==> src/rtl/twb_pkg.sv <==
package twb_pkg;

   // Write operation decoded from one APB access phase
   typedef enum logic [1:0] {
      TWB_OP_NONE = 2'b00,
      TWB_OP_SET  = 2'b01,
      TWB_OP_CLR  = 2'b10
   } twb_op_e;

   // Bit position of each line in the data word (software-visible order)
   localparam int TWB_CLK_BIT  = 0;
   localparam int TWB_DAT_BIT  = 1;
   localparam int TWB_NUM_LINE = 2;

endpackage

==> src/rtl/twb_apb_decode.sv <==
module twb_apb_decode
   import twb_pkg::*;
#(
   parameter int ADDR_W     = 12,
   parameter int SET_OFFSET = 'h000,
   parameter int CLR_OFFSET = 'h004
) (
   input  logic              psel,
   input  logic              penable,
   input  logic              pwrite,
   input  logic [ADDR_W-1:0] paddr,
   output twb_op_e           wr_op,
   output logic              rd_lvl
);

   localparam logic [ADDR_W-1:0] SetAddr = ADDR_W'(SET_OFFSET);
   localparam logic [ADDR_W-1:0] ClrAddr = ADDR_W'(CLR_OFFSET);

   logic wr_acc;
   assign wr_acc = psel & penable & pwrite;

   always_comb begin
      wr_op = TWB_OP_NONE;
      if (wr_acc) begin
         if (paddr == SetAddr)      wr_op = TWB_OP_SET;
         else if (paddr == ClrAddr) wr_op = TWB_OP_CLR;
      end
   end

   // The level readback lives at the set address; the clear address reads zero
   assign rd_lvl = psel & ~pwrite & (paddr == SetAddr);

endmodule

==> src/rtl/twb_line_ctl.sv <==
module twb_line_ctl
   import twb_pkg::*;
(
   input  logic    clk,
   input  logic    rst_n,
   input  twb_op_e wr_op,
   input  logic    wbit,
   output logic    out_bit,
   output logic    pull_o
);

   always_ff @(posedge clk or negedge rst_n) begin
      if (!rst_n) begin
         out_bit <= 1'b0;
      end else if (wbit) begin
         unique case (wr_op)
            TWB_OP_SET: out_bit <= 1'b1;
            TWB_OP_CLR: out_bit <= 1'b0;
            default:    out_bit <= out_bit;
         endcase
      end
   end

   // Open drain: the only active drive is toward ground
   assign pull_o = ~out_bit;

endmodule

==> src/rtl/twb_sync.sv <==
module twb_sync #(
   parameter int STAGES = 2
) (
   input  logic clk,
   input  logic rst_n,
   input  logic d,
   output logic q
);

   logic [STAGES-1:0] chain;

   always_ff @(posedge clk or negedge rst_n) begin
      if (!rst_n) chain <= '0;
      else        chain <= {chain[STAGES-2:0], d};
   end

   assign q = chain[STAGES-1];

endmodule

==> src/rtl/twb_port_apb.sv <==
module twb_port_apb
   import twb_pkg::*;
#(
   parameter int ADDR_W      = 12,
   parameter int DATA_W      = 32,
   parameter int SYNC_STAGES = 2,
   parameter int SET_OFFSET  = 'h000,
   parameter int CLR_OFFSET  = 'h004
) (
   input  logic              pclk,
   input  logic              presetn,
   input  logic              psel,
   input  logic              penable,
   input  logic              pwrite,
   input  logic [ADDR_W-1:0] paddr,
   input  logic [DATA_W-1:0] pwdata,
   output logic [DATA_W-1:0] prdata,
   output logic              pready,
   output logic              scl_pull_o,
   output logic              sda_pull_o,
   input  logic              scl_pad_i,
   input  logic              sda_pad_i
);

   localparam int Lines = TWB_NUM_LINE;

   // Elaboration-time parameter checks
   if (DATA_W < Lines) begin : g_bad_width
      $error("twb_port_apb: DATA_W must hold both line bits");
   end
   if (SYNC_STAGES < 2) begin : g_bad_sync
      $error("twb_port_apb: SYNC_STAGES must be at least 2");
   end
   if (SET_OFFSET == CLR_OFFSET) begin : g_bad_map
      $error("twb_port_apb: set and clear offsets must differ");
   end
   if ((SET_OFFSET % 4) != 0 || (CLR_OFFSET % 4) != 0) begin : g_bad_align
      $error("twb_port_apb: offsets must be word aligned");
   end
   if (SET_OFFSET >= (1 << ADDR_W) || CLR_OFFSET >= (1 << ADDR_W)) begin : g_bad_range
      $error("twb_port_apb: offsets exceed the address width");
   end

   twb_op_e          wr_op;
   logic             rd_lvl;
   logic [Lines-1:0] pad_v;
   logic [Lines-1:0] lvl_v;
   logic [Lines-1:0] pull_v;
   logic [Lines-1:0] out_v;

   assign pad_v[TWB_CLK_BIT] = scl_pad_i;
   assign pad_v[TWB_DAT_BIT] = sda_pad_i;

   twb_apb_decode #(
      .ADDR_W     (ADDR_W),
      .SET_OFFSET (SET_OFFSET),
      .CLR_OFFSET (CLR_OFFSET)
   ) u_dec (
      .psel    (psel),
      .penable (penable),
      .pwrite  (pwrite),
      .paddr   (paddr),
      .wr_op   (wr_op),
      .rd_lvl  (rd_lvl)
   );

   for (genvar g = 0; g < Lines; g++) begin : g_line
      twb_line_ctl u_ctl (
         .clk     (pclk),
         .rst_n   (presetn),
         .wr_op   (wr_op),
         .wbit    (pwdata[g]),
         .out_bit (out_v[g]),
         .pull_o  (pull_v[g])
      );

      twb_sync #(
         .STAGES (SYNC_STAGES)
      ) u_sync (
         .clk   (pclk),
         .rst_n (presetn),
         .d     (pad_v[g]),
         .q     (lvl_v[g])
      );
   end

   assign scl_pull_o = pull_v[TWB_CLK_BIT];
   assign sda_pull_o = pull_v[TWB_DAT_BIT];

   always_comb begin
      prdata = '0;
      if (rd_lvl) prdata[Lines-1:0] = lvl_v;
   end

   assign pready = 1'b1;

endmodule

==> config.mk <==
export PLATFORM = sky130hd
export DESIGN_NAME = twb_port_apb
export DESIGN_NICKNAME = d
export VERILOG_FILES = /design/src/rtl/twb_pkg.sv /design/src/rtl/twb_apb_decode.sv /design/src/rtl/twb_line_ctl.sv /design/src/rtl/twb_sync.sv /design/src/rtl/twb_port_apb.sv
export SDC_FILE = /design/constraint.sdc
export NUM_CORES = 1
export LEC_CHECK = 0
export BUFFER_PORTS_ARGS = -buffer_cell sky130_fd_sc_hd__buf_2
export CAP_MARGIN = 40
export CORE_UTILIZATION = 28
export CTS_BUF_LIST = sky130_fd_sc_hd__clkbuf_2 sky130_fd_sc_hd__clkbuf_4 sky130_fd_sc_hd__clkbuf_8
export DETAILED_ROUTE_END_ITERATION = 10
export GPL_ROUTABILITY_DRIVEN = 0
export PLACE_DENSITY = 0.81
export SLEW_MARGIN = 20
export SYNTH_ARGS = -nofsm -noshare
export SYNTH_HDL_FRONTEND = slang
export SYNTH_SLANG_ARGS = --single-unit
==> constraint.sdc <==
create_clock -name pclk -period 1.1 [get_ports pclk]
set_clock_uncertainty 0.05 [all_clocks]
set_input_delay 0.11 -clock pclk [delete_from_list [all_inputs] [get_ports pclk]]
set_output_delay 0.11 -clock pclk [all_outputs]
set_load 0.005 [all_outputs]
==> run metrics, run 1 <==
Core Box Area=0.00175 sq mm; Starting Density=0.300; failing checks=setup timing; HP Class=in2reg; final worst slack=-0.626 ns; Worst Setup SP=paddr[4]; Post-CTS Setup Inserts=0; CTS Buf Count=3; antenna-violating nets left=0; Setup crit end=g_line[1].u_ctl.out_bit; number of core rows=15; post-synth cell types=13; leakage=between 0.4 and 0.5 nW; synth warn=0; CTS root buf=clkbuf_4; Max VDD drop=about 0.72 mV; Layout fillers=roughly 180; Max Cap Viol=0; Post-Place Setup Slack=-0.919 ns; layer with the highest usage=met2; Cell Area, Synth=between 500 and 600 sq um; die footprint=roughly 0.0020 sq mm; Max Slew Vio Count=0; Vias/cell=roughly 3.7; RSZ-0062 raised after global routing=yes; Die Ht=approximately 45 um; total grt overflow=0; final setup violation count=4; Worst Path Required=roughly 1.2 ns; Worst R2R Setup Slack=approximately 0.44 ns; Clock Latency Late Sink=0.23 ns; flops & latches, synth=6; reg2reg end=g_line[1].u_ctl.out_bit; Final Hold Violating Endpoints=0; Antenna Cells=0; antenna violations before repair=0; crit end category=register; Final Non-Filler Cells=approximately 110; critical path data arrival time=between 1.5 and 2 ns; Crit Reg-Reg Startpoint=g_line[1].u_ctl.out_bit; drt total wl=about 960 um; Max Freq=579 MHz; R2R depth=2; met1 Use GR=0.0737; Max Fanout on Critical Path=2; met3 GRT Util=0.0160; Max stage delay cell, worst path=or4_4; DRC=0; pin count of the biggest net entering global routing=7; DR WL/cell=8.43 um; CP startpoint kind=input pin; run status=finished, violations left; share of layout cells above drive strength 1=0.483; clock sinks=6; fin crit period=around 1.7 ns; CTS tree=yes; initial drt markers=3; Worst path top cell family by delay=simple AND/OR/NAND/NOR gates; H-tree depth=1; post-synthesis sequential area ratio=0.286; Post-Syn Instances=57; CP bufs+invs=1; vias in the first global route=about 390; Max stage delay on crit path=between 0.5 and 0.6 ns; final hold slack=approximately 0.11 ns; DP HPWL=between 800 and 900 um; die width=approximately 45 um; Clk pin slew, worst setup/hold paths=0.04 ns; first-pass GRT wire length=roughly 1400 um; Layout area overhead=37.7%; critical-path cell list=buf_6 > or4b_4 > or4_4 > ha_4 > nand2b_4 > mux2i_1; critical path class=in2reg; Total GRT Usage=0.0948; io pins=86; Total Nets Final=~140; Syn Area/Cell=slightly above 9 sq um; Via Count=418; PD cells=a little over 700 mW/mm^2; Worst path depth=6; I/O Buffers=24; met2 Resource Use GR=0.214; Placed Cells incl. Taps=108; CTS max path bufs=2; DRT Pass-1 Iters=2; Tcrit/Tclk final=1.57
-- state kept, by name, summed over array words and instances, names as in the netlist --
register	flops
g_line.u_sync.chain	4
g_line.u_ctl.out_bit	2
-- per-layer routing --
layer / part of all wire / wire length, um
met5: 0 / 0
met4: 0 / 0
met3: 0.068 / 65
met2: 0.64 / 615
met1: 0.29 / 281
-- metrics by stage --
step                      TNS, ns   util  instance area [sq um]  power (mW)
final                       -1.97  0.414                    722       0.526
after global routing        -2.08  0.414                    722       0.559
after CTS                   -2.04  0.405                    707       0.529
after detailed placement    -2.64  0.348                    608       0.321
after global placement      -2.45  0.348                    608       0.318
after floorplan             -1.57      -                    659       0.348
-- layout by cell type, fill, tap and decap left out, types with 2 or more instances in the layout --
master and instances:
buf_2 22, buf_4 4, buf_6 2, clkbuf_4 3, conb_1 31, dfrtp_1 6, dlygate4sd3_1 3, inv_1 2
mux2i_1 2, nand2b_4 2, nor4_2 2, or3b_4 2, or4_4 3
-- repair_timing --
action	CTS	global route
setup endpoints to repair	4	4
hold buffers	3	0
hold endpoints to repair	8	0
pin swaps	5	4
gates resized for setup	8	2
-- power breakdown --
part           total, mW  switching (mW)  internal, mW
Combinational      0.109          0.0553        0.0538
Sequential         0.231         0.00165         0.229
Clock              0.186          0.0633         0.122
Total              0.526           0.120         0.405
-- worst min-delay path: stages --
cell	delay, ns
buf_2	0.11
nand2b_4	0.06
mux2i_1	0.06
-- synthesized netlist by cell type (all sizes together) --
library cell,count,area share
buf,31,0.44
dfrtp,6,0.29
nor4,3,0.036
or4,3,0.043
conb,2,0.014
inv,2,0.014
mux2i,2,0.038
nand2b,2,0.024
or3b,2,0.033
ha,1,0.024
nand3,1,0.0095
nand3b,1,0.014
or4b,1,0.019
-- cells by family (layout without fill, tap and decap cells) --
family                   Yosys count  count (layout)  share of synthesized area
buffers and inverters             33              36                      0.458
other                              2              31                     0.0143
adder cells (fa/ha/maj)            1               1                     0.0239
flip-flops                         6               6                      0.286
multiplexers                       2               2                     0.0382
AND/OR/NAND/NOR                   13              13                      0.179
-- worst min path at each step --
stage / start / endpoint / slack (ns) / cells past startpoint
2_1_floorplan: presetn / g_line[0].u_ctl.out_bit / -0.24 / 0
3_3_place_gp: presetn / g_line[0].u_sync.chain[0] / -0.12 / 1
3_5_place_dp: presetn / g_line[0].u_ctl.out_bit / -0.11 / 1
4_1_cts: pwdata[0] / g_line[0].u_ctl.out_bit / 0.11 / 3
5_1_grt: pwdata[0] / g_line[0].u_ctl.out_bit / 0.11 / 3
6_report: pwdata[0] / g_line[0].u_ctl.out_bit / 0.11 / 3
-- cell type report --
class | instances | area [sq um] | area share
Multi-Input combinational cell | 47 | 318 | 0.440
Timing Repair Buffer | 31 | 193 | 0.267
Clock buffer | 3 | 22.5 | 0.0312
Tap cell | 25 | 31.3 | 0.0433
Sequential cell | 6 | 150 | 0.208
Inverter | 2 | 7.51 | 0.0104
Note: power is estimated with default switching activity, not from simulation.
==> inputs of run 2 (changes only) <==
--- a/config.mk
+++ b/config.mk
@@ -12,6 +12,7 @@
 export DETAILED_ROUTE_END_ITERATION = 10
 export GPL_ROUTABILITY_DRIVEN = 0
 export PLACE_DENSITY = 0.81
+export RECOVER_POWER = 25
 export SLEW_MARGIN = 20
 export SYNTH_ARGS = -nofsm -noshare
 export SYNTH_HDL_FRONTEND = slang
==> run metrics, run 2 (synthesized netlist as in run 1, its figures left out) <==
DRC=0; Reg with most FFs=g_line.u_sync.chain; crit end category=register; Die Ht=roughly 45 um; Max stage delay on crit path=approximately 0.54 ns; critical-path cell list=buf_6 > or4b_4 > or4_4 > ha_4 > nand2b_4 > mux2i_1; Max Freq=579 MHz; I/O Buffers=24; R2R depth=2; Final Non-Filler Cells=between 100 and 150; number of core rows=15; CTS Buf Count=3; final instance area=721 sq um; biggest regs=g_line.u_sync.chain: 4 flops, g_line.u_ctl.out_bit: 2 flops; TNS Setup=-1.97 ns; commonest non-fill, non-tap cells in the layout=31 x conb_1, 21 x buf_2, 6 x dfrtp_1, 4 x buf_4; Tcrit/Tclk final=1.57; reg2reg end=g_line[1].u_ctl.out_bit; Max Cap Viol=0; Worst Hold Path EP=g_line[0].u_ctl.out_bit; DR WL/cell=roughly 8.4 um; Antenna Cells=0; Post-Place Setup Slack=-0.919 ns; final hold slack=roughly 0.11 ns; Layout area overhead=37.5%; CTS tree=yes; Final Hold Violating Endpoints=0; final worst slack=-0.626 ns; Worst path depth=6; clock sinks=6; CTS max path bufs=2; critical path data arrival time=~1.8 ns; HP Class=in2reg; Worst path top cell family by delay=simple AND/OR/NAND/NOR gates; critical path class=in2reg; commonest non-fill, non-tap cell in the layout=conb_1; hold path start=pwdata[0]; first-pass GRT wire length=~1400 um; Total Nets Final=143; CTS root buf=clkbuf_4; DRT Pass-1 Iters=2; Max stage delay cell, worst path=or4_4; die footprint=about 0.002 sq mm; vias in the first global route=386; total grt overflow=0; antenna-violating nets left=0; Clock Latency Late Sink=~0.23 ns; max FFs per register=4; drt total wl=962 um; Total GRT Usage=0.0948; Cell Area, Placed=608 sq um; Max Fanout on Critical Path=2; fin crit period=1.73 ns; Starting Density=0.300; CP bufs+invs=1; run status=finished, violations left; DP HPWL=~850 um; Via Count=418; Vias/cell=3.67; RSZ-0062 raised after global routing=yes; worst hold path depth=3; failing checks=setup timing; total power=0.525 mW; pin count of the biggest net entering global routing=7; initial drt markers=3; leakage=0.414 nW; final setup violation count=4; Core Box Area=between 0.0015 and 0.002 sq mm; Clk pin slew, worst setup/hold paths=0.04 ns; die width=between 40 and 50 um; Worst Path Required=approximately 1.2 ns; antenna violations before repair=0; PD cells=729 mW/mm^2; Crit Reg-Reg Startpoint=g_line[1].u_ctl.out_bit; H-tree depth=1; Max Slew Vio Count=0; io pins=86; CP startpoint kind=input pin; Placed Cells incl. Taps=108; Post-CTS Setup Inserts=0; Max VDD drop=0.724 mV; Worst R2R Setup Slack=0.44 ns; final core utilization=0.413; Layout fillers=approximately 180; share of layout cells above drive strength 1=0.472
## run 2: cell count changes in the layout (fill, tap and decap cells not counted)
cell | previous run | this run
buf_2 | 22 | 21
clkbuf_1 | 0 | 1
## run 2: timing repair
| item | 4_1_cts | 5_1_grt |
|---|---|---|
| endpoints found under the hold margin | 8 | 0 |
| cloned | 0 | 0 |
| hold buffers | 3 | 0 |
| setup endpoints to repair | 4 | 4 |
| gates resized for setup | 8 | 2 |
| pin swaps | 5 | 4 |
## run 2: worst max path at each step
stage,endpoint,start
floorplan,g_line[0].u_ctl.out_bit,paddr[3]
finish,g_line[1].u_ctl.out_bit,paddr[4]
detailed placement,g_line[1].u_ctl.out_bit,paddr[3]
CTS,g_line[1].u_ctl.out_bit,paddr[10]
global route,g_line[1].u_ctl.out_bit,paddr[4]
global placement,g_line[1].u_ctl.out_bit,paddr[3]
## run 2: where the power goes
part	internal, mW	total (mW)	switching, mW
Combinational	0.0533	0.109	0.0554
Sequential	0.229	0.231	0.00165
Clock	0.122	0.186	0.0633
## run 2: final cells by class
cell class	count	area, sq um	share of cell area
inverter	2	7.51	0.0104
timing repair buffer	31	191	0.266
multi-input combinational	47	318	0.441
clock buffer	3	22.5	0.0313
sequential	6	150	0.208
tap	25	31.3	0.0434
## run 2: per-layer routing
| layer | up-vias | routed length, um | GRT usage |
|---|---|---|---|
| li1 | 192 | - | - |
| met1 | 200 | 281 | 0.0737 |
| met2 | 26 | 615 | 0.214 |
| met3 | 0 | 65 | 0.0160 |
| met4 | 0 | 0 | 0.0364 |
| met5 | - | 0 | 0 |
## run 2: worst register-to-register path, stage by stage, from the launching register on
cell	delay, ns
dfrtp_1	0.35
inv_1	0.07
mux2i_1	0.07
